$ cat src/rtl/dio_pkg.sv
// Shared definitions for the paged digital I/O bank.
// Assumes the register map fits a 4-bit offset and ports are at most 8 bits.
package dio_pkg;
    typedef enum logic [1:0] {
        PG_DATA = 2'd0,
        PG_POL  = 2'd1,
        PG_ENAB = 2'd2,
        PG_ID   = 2'd3
    } page_e;

    localparam int OFS_PEND  = 6;   // pending summary (read-only)
    localparam int OFS_PGLK  = 7;   // page select and port locks (write-only)
    localparam int OFS_PAGED = 8;   // first banked offset
endpackage

$ cat src/rtl/dio_sync2.sv
// Two-flop synchronizer for a vector of asynchronous inputs.
// Assumes each bit is independent; no multi-bit coherence is implied.
module dio_sync2 #(
    parameter int W = 8
) (
    input  logic         clk,
    input  logic         rst_n,
    input  logic [W-1:0] d_async,
    output logic [W-1:0] q_sync
);
    logic [W-1:0] stage1;

    // Resample the asynchronous inputs twice.
    always_ff @(posedge clk) begin
        if (!rst_n) begin
            stage1 <= '0;
            q_sync <= '0;
        end else begin
            stage1 <= d_async;
            q_sync <= stage1;
        end
    end
endmodule

$ cat src/rtl/dio_edge_port.sv
// Edge capture for one interrupt-capable port.
// Compares the synchronized level with its previous value, qualifies by
// per-bit enable and polarity, and holds captures until cleared by a
// write of 0. A capture wins over a clear in the same cycle.
module dio_edge_port #(
    parameter int W = 8
) (
    input  logic         clk,
    input  logic         rst_n,
    input  logic [W-1:0] lvl,
    input  logic [W-1:0] pol,
    input  logic [W-1:0] en,
    input  logic         clr_we,
    input  logic [W-1:0] clr_keep,
    output logic [W-1:0] id_q
);
    logic [W-1:0] prev_q;
    logic [W-1:0] rise;
    logic [W-1:0] fall;
    logic [W-1:0] hit;

    // Qualify raw edges by polarity and enable.
    always_comb begin
        rise = lvl & ~prev_q;
        fall = ~lvl & prev_q;
        hit  = en & ((pol & rise) | (~pol & fall));
    end

    // Track the previous level and update the capture bits.
    always_ff @(posedge clk) begin
        if (!rst_n) begin
            prev_q <= '0;
            id_q   <= '0;
        end else begin
            prev_q <= lvl;
            id_q   <= (clr_we ? (id_q & clr_keep) : id_q) | hit;
        end
    end
endmodule

$ cat src/rtl/dio_paged_bank.sv
// Paged 48-line digital I/O bank with edge capture on the low ports.
// Register bus: single-cycle writes, combinational reads. Offsets 0..NUM_PORTS-1
// are port data, OFS_PEND is the summary, OFS_PGLK holds page and locks, and
// OFS_PAGED.. are banked by page. Assumes NUM_PORTS <= PORT_W-2.
module dio_paged_bank
    import dio_pkg::*;
#(
    parameter int PORT_W     = 8,
    parameter int NUM_PORTS  = 6,
    parameter int INTR_PORTS = 3,
    parameter int ADDR_W     = 4
) (
    input  logic                        clk,
    input  logic                        rst_n,
    input  logic [ADDR_W-1:0]           bus_addr,
    input  logic [PORT_W-1:0]           bus_wdata,
    input  logic                        bus_wr,
    output logic [PORT_W-1:0]           bus_rdata,
    input  logic [NUM_PORTS*PORT_W-1:0] pad_in,
    output logic [NUM_PORTS*PORT_W-1:0] pad_pull_low,
    output logic                        irq
);
    localparam int LINES = NUM_PORTS * PORT_W;

    logic [NUM_PORTS-1:0][PORT_W-1:0]  port_q;
    logic [NUM_PORTS-1:0][PORT_W-1:0]  line_s;
    logic [NUM_PORTS-1:0]              lock_q;
    page_e                             page_q;
    logic [INTR_PORTS-1:0][PORT_W-1:0] pol_q;
    logic [INTR_PORTS-1:0][PORT_W-1:0] en_q;
    logic [INTR_PORTS-1:0][PORT_W-1:0] id_q;
    logic [INTR_PORTS-1:0]             pending;
    logic [INTR_PORTS-1:0]             paged_hit;

    dio_sync2 #(.W(LINES)) u_sync (
        .clk     (clk),
        .rst_n   (rst_n),
        .d_async (pad_in),
        .q_sync  (line_s)
    );

    // Port data registers, each guarded by its lock bit.
    for (genvar p = 0; p < NUM_PORTS; p++) begin : g_port
        always_ff @(posedge clk) begin
            if (!rst_n)
                port_q[p] <= '0;
            else if (bus_wr && bus_addr == ADDR_W'(p) && !lock_q[p])
                port_q[p] <= bus_wdata;
        end
    end

    assign pad_pull_low = port_q;

    // Page select and lock bits.
    always_ff @(posedge clk) begin
        if (!rst_n) begin
            page_q <= PG_DATA;
            lock_q <= '0;
        end else if (bus_wr && bus_addr == ADDR_W'(OFS_PGLK)) begin
            page_q <= page_e'(bus_wdata[PORT_W-1 -: 2]);
            lock_q <= bus_wdata[NUM_PORTS-1:0];
        end
    end

    // Banked registers and edge capture for the interrupt-capable ports.
    for (genvar i = 0; i < INTR_PORTS; i++) begin : g_intr
        assign paged_hit[i] = bus_addr == ADDR_W'(OFS_PAGED + i);

        // Polarity and enable registers, written only on their page.
        always_ff @(posedge clk) begin
            if (!rst_n) begin
                pol_q[i] <= '0;
                en_q[i]  <= '0;
            end else if (bus_wr && paged_hit[i]) begin
                if (page_q == PG_POL)  pol_q[i] <= bus_wdata;
                if (page_q == PG_ENAB) en_q[i]  <= bus_wdata;
            end
        end

        dio_edge_port #(.W(PORT_W)) u_edge (
            .clk      (clk),
            .rst_n    (rst_n),
            .lvl      (line_s[i]),
            .pol      (pol_q[i]),
            .en       (en_q[i]),
            .clr_we   (bus_wr && paged_hit[i] && page_q == PG_ID),
            .clr_keep (bus_wdata),
            .id_q     (id_q[i])
        );

        assign pending[i] = |id_q[i];
    end

    assign irq = |pending;

    // Read mux: inverted line level, summary, and ID on page 3.
    always_comb begin
        bus_rdata = '0;
        for (int p = 0; p < NUM_PORTS; p++)
            if (bus_addr == ADDR_W'(p)) bus_rdata = ~line_s[p];
        if (bus_addr == ADDR_W'(OFS_PEND)) bus_rdata = PORT_W'(pending);
        for (int i = 0; i < INTR_PORTS; i++)
            if (paged_hit[i] && page_q == PG_ID) bus_rdata = id_q[i];
    end
endmodule

$ cat config.mk
export PLATFORM = sky130hd
export DESIGN_NAME = dio_paged_bank
export DESIGN_NICKNAME = d
export VERILOG_FILES = /design/src/rtl/dio_pkg.sv /design/src/rtl/dio_sync2.sv /design/src/rtl/dio_edge_port.sv /design/src/rtl/dio_paged_bank.sv
export SDC_FILE = /design/constraint.sdc
export NUM_CORES = 1
export LEC_CHECK = 0
export BUFFER_PORTS_ARGS = -buffer_cell sky130_fd_sc_hd__buf_2
export CAP_MARGIN = 20
export CORE_MARGIN = 10
export CORE_UTILIZATION = 57
export CTS_CLUSTER_SIZE = 28
export DETAILED_ROUTE_END_ITERATION = 8
export PLACE_DENSITY = 0.79
export SYNTH_ARGS = -nofsm -noshare
export SYNTH_HDL_FRONTEND = slang
export SYNTH_SLANG_ARGS = --single-unit
$ cat constraint.sdc
create_clock -name clk -period 1.6 [get_ports clk]
set_input_delay 0.08 -clock clk [delete_from_list [all_inputs] [get_ports clk]]
set_output_delay 0.08 -clock clk [all_outputs]
set_load 0.005 [all_outputs]
Word-level counts from Yosys, hierarchy flattened
Index checks and enable logic that the tools add are counted.
{ "totals": {"in_bits": 63, "ram_bits": 0, "mem_bits_ro": 0, "mem_count": 0, "ff_bits": 248, "elab_cells": 123, "latchBits": 0, "output_inout_bits": 57} }
{ "op_classes": {"mux": 13, "n_reduce_logical": 39, "n_lt_le_gt_ge": 0, "eq_ne": 13, "addsub": 0, "div_mod_pow": 0, "bitwise_logic": 36, "n_mul": 0, "shifts": 0} }
{ "ops": {"columns": ["operator", "n"], "rows": [
  ["8-bit bitwise AND", 18],
  ["8-bit 2-to-1 mux", 13],
  ["8-bit inverter", 12],
  ["8-bit OR", 6],
  ["24-bit OR reduction", 1],
  ["8-bit OR reduction", 3],
  ["1-bit logical AND", 22],
  ["4-bit by 3-bit equality test with 1-bit output (second input constant)", 4],
  ["4-bit equality test (second input constant)", 3],
  ["2-bit AND reduction", 6],
  ["4-bit by 2-bit equality test with 1-bit output (second input constant)", 2],
  ["1-bit zero test", 6],
  ["2-bit equality test (second input constant)", 2],
  ["4-bit by 1-bit equality test with 1-bit output (second input constant)", 1],
  ["4-bit zero test", 1],
  ["2-bit by 1-bit equality test with 1-bit output (second input constant)", 1]
]} }

Logic depth before layout (Yosys ltp)
{ "depth": {"depth_word": 11, "ltp_mapped": 8, "mapped_depth_nobuf": 5} }

Cells and area by module
A second synthesis with hierarchy kept.
{ "hier_totals": {"hier_cells": 896, "area_unflattened_um2": 9709.3} }
{ "by_module_without_submodules": {"columns": ["mod", "instances", "seq_area_each_um2", "area_per_inst_um2", "cells_per_inst"], "rows": [
  ["dio_paged_bank", 1, 2082.0, 4988.5, 496],
  ["dio_sync2", 1, 1921.8, 2603.7, 202],
  ["dio_edge_port", 3, 320.3, 705.7, 66]
]} }

Worst setup path after synthesis
No wires, ideal clock.
{ "synth_path": {"kind": "input-to-reg", "start": "input port bus_wr", "end": "register port_q, in the netlist pad_pull_low[0]", "t_arrival_ps": 1344, "cell_stages": 6, "slack_ps": 140, "required_ps": 1484, "path_cell_list": "buf_4 -> or3b_4 -> or4_1 -> buf_4 -> mux2i_1 -> nor2b_1"} }
{ "synth_between": {"elab_chain_len": 2} }
{ "synth_rtl": {"columns": ["element", "line", "rtl"], "rows": [
  ["start, declared", "dio_paged_bank.sv:17", "input logic bus_wr,"],
  ["1-bit logical AND (2 in series)", "dio_paged_bank.sv:47", "else if (bus_wr && bus_addr == ADDR_W'(p) && !lock_q[p])"],
  ["end signal, assigned by index", "dio_paged_bank.sv:48", "port_q[p] <= bus_wdata;"],
  ["end, declared", "dio_paged_bank.sv:25", "logic [NUM_PORTS-1:0][PORT_W-1:0] port_q;"]
]} }
Every way passes these cells.
A chain may end at the register's enable or synchronous reset.

Worst setup path in the final report
{ "layout_path": {"start": "register g_intr[0].u_edge.id_q[4]", "end": "output port bus_rdata[0]"} }
{ "layout_between": {"elab_chain_len": 5} }
{ "layout_rtl": {"columns": ["element", "line", "rtl"], "rows": [
  ["start, declared", "dio_edge_port.sv:15", "output logic [W-1:0] id_q"],
  ["start signal, assigned", "dio_edge_port.sv:36", "id_q <= (clr_we ? (id_q & clr_keep) : id_q) | hit;"],
  ["8-bit OR reduction", "dio_paged_bank.sv:91", "assign pending[i] = |id_q[i];"],
  ["8-bit 2-to-1 mux", "dio_paged_bank.sv:101", "if (bus_addr == ADDR_W'(OFS_PEND)) bus_rdata = PORT_W'(pending);"],
  ["8-bit 2-to-1 mux (3 in series)", "dio_paged_bank.sv:103", "if (paged_hit[i] && page_q == PG_ID) bus_rdata = id_q[i];"],
  ["end, declared", "dio_paged_bank.sv:18", "output logic [PORT_W-1:0] bus_rdata,"]
]} }
Every way passes these cells.

==> flow_summary.ini <==
[synthesis]
syn_inst = 954
synthesis.area_um2 = 9424
ys_seq_elements = 248
synth_area_leaders = dfxtp_1 53%, mux2i_1 12%, and2_1 8.0%, nor2b_1 6.7%, nand2_1 3.6%
syn_area_per_cell_um2 = 9.878
synthFlopType = dfxtp_1
syn_nets = 1017
ys_seq_area_share_pct = 52.68
synth_largest_area_cell = dfxtp_1
yosysUniqueCellTypes = 40
yosysWarnings = 0
synth-edff-count = 0
synth.top_cell.area_share_pct = 52.68
async_flop_share_pct = 0

[floorplanning]
die_w_um = 148.6
rows = 46
io_pins = 120
start_util_pct = 58.69
die-area_um2 = 22080
die-height_um = 148.6
core_area_um2 = 16060

[global_route]
antenna_found_initial = 0
grt.total_usage_pct = 21.68
grt_overflow = 0
grt_pass1_wl_um = 39030
grt_start_max_net_pins = 93
grt_pass1_vias = 7241

[setup_path]
critPathLaunchType = flip-flop
crit_fanout = 2
reg2reg_from = page_q[0]$_SDFFE_PN0P_
worstPathArrival_ns = 1.91
crit_path_end_kind = output port
worstPathRequired_ns = 1.52
crit_start = g_intr[0].u_edge.id_q[4]$_SDFF_PN0_
path_class = flip-flop to output port

[routing]
route.vias.total = 7419
drcViolationCount = 0
finalWirelength_um = 25090
first_pass_iters = 5
ant_nets = 0
wl_per_cell_um = 17.97
drtIter0Drc = 497
routed_via_density = 5.314

[placed_design]
port_buffers = 119
dp_slack_ns = -0.02034
placed_cell_area_um2 = 10640
dpl.hpwl_um = 15210
gp_congestion = 1.004

[final_layout]
diodes = 0
syn2layout_area_growth_pct = 31.82
drive_gt1_share_pct = 25.93
nFillCells = 1031
final_nets = 1227
fin_area_um2 = 12420
final_util_pct = 77.36

[clock_network]
cts_made_buffers = 25
cts-root-buf = clkbuf_16
clock_latency_ns = 0.52
max-clock-path-buffers = 3
cts_tree = done
clock_sinks = 248
clk_pin_slew_ns = 0.06
cts_max_level = 1

[pwr]
peakVddDrop_uv = 1059
power_density_nw_per_um2 = 1092
p_leak_nw = 5.192
p_total_mw = 13.56

[status]
violations = negative setup slack
status = complete, but fails checks

[timing]
finalMaxSlewViolations = 0
finalClockSkew_ns = 0.01271
hold_viol_final = 0
timing.final.ws_setup_ns = -0.3876
tightest_slew_ns = 0.5183
setup_viol_count_final = 9
rsz0062_at_grt = yes
min_period_ns = 1.988
max-slew-margin-rel_pct = 65.45
fmax_ghz = 0.5031
fin_crit_sh_pct = 124.2

[hold_path]
min_path_type = input port to flip-flop
min_from = bus_wdata[0]

[job]
drv_cap = 0
## per-layer routing
layer	vias to the layer above	track usage (%)	wire, µm
li1	3587	-	-
met1	3502	26.26	10570
met2	282	37.00	11980
met3	48	5.856	1962
met4	0	5.897	573
met5	-	0	0
## cell usage after synthesis, types with 7 or more instances
master / number
buf_2: 14
nand3_1: 13
a21oi_1: 16
nor2_1: 48
dfxtp_1: 248
o21ai_0: 56
nor4_1: 7
clkbuf_1: 38
nand2_1: 90
o22ai_1: 8
mux2i_1: 110
and2_1: 120
a21boi_0: 32
nor2b_1: 101
nand2b_1: 8
## metrics by stage
stage / hold slack (ns) / TNS (ns) / std cells
after floorplan: 0.2073 / 0 / 954
after global placement: 0.2864 / 0 / 1291
after detailed placement: 0.2886 / -0.02453 / 1291
after CTS: 0.005117 / -1.849 / 1392
after global routing: 0.05021 / -2.716 / 1396
final: 0.01491 / -2.210 / 1396
## power breakdown
group | switching [mW] | total (mW) | internal (mW)
Combinational | 0.440 | 0.893 | 0.453
Clock | 2.40 | 6.28 | 3.88
Sequential | 0.0744 | 6.39 | 6.32
Total | 2.91 | 13.6 | 10.7
## cell type report
class	instances	area [µm²]	area share (%)
multi-input cells	649	4461	35.90
repair buffers	238	1792	14.42
well taps	216	270.3	2.175
inverters	2	7.507	0.06043
clock buffers	27	643.1	5.177
flip-flops and latches	248	5005	40.29
clock inverters	16	245.2	1.974
## repair_timing
item,in CTS,in global routing
pin swaps,23,16
resized for setup,56,33
setup endpoints to repair,9,9
gates cloned,0,0
hold buffers,50,0
hold endpoints to repair,70,0
setup buffers,8,4
## worst paths after layout
check                                                           end  slack, ns  depth (start not counted)
worst min-delay path                         lock_q[0]$_SDFFE_PN0P_       0.01                          3
worst max-delay path                                   bus_rdata[0]      -0.39                          6
worst max register to register  g_intr[1].u_edge.id_q[4]$_SDFF_PN0_       0.17                          5
worst min register to register         u_sync.q_sync[12]$_SDFF_PN0_       0.42                          1
## sequential cells by signal, summed over array words and instances, names as in the netlist
name and count:
pad_pull_low 48, g_intr.u_edge.id_q 24, pol_q 24, u_sync.stage1 48
en_q 24, lock_q 6, page_q 2, g_intr.u_edge.prev_q 24
u_sync.q_sync 48
## placed cells by master, fill, tap and decap left out, types with 20 or more instances in the layout
cell and count:
clkbuf_16 25, and2_1 120, nor2b_1 99, mux2i_1 109, dlygate4sd3_1 50, nor2_1 42
dfxtp_2 20, buf_2 117, o21ai_0 50, a21boi_0 32, buf_4 53, dfxtp_1 224
nand2_1 88
## worst max-delay path, cell delays in order, from the launching register on
cell and delay (ns):
dfxtp_4 0.35, nor4_4 0.35, buf_4 0.20, a31oi_4 0.10
o41ai_4 0.09, o21ai_2 0.13, buf_2 0.15
## logic make-up (layout without fill, tap and decap cells)
| family | count (synthesis) | count (layout) | synth area share (%) |
|---|---|---|---|
| mux | 113 | 113 | 12.16 |
| buf+inv | 57 | 283 | 2.576 |
| simple gates | 407 | 407 | 24.12 |
| compound gates | 129 | 129 | 8.458 |
| flops | 248 | 248 | 52.68 |
No activity file was read; power rests on OpenSTA's default activity.
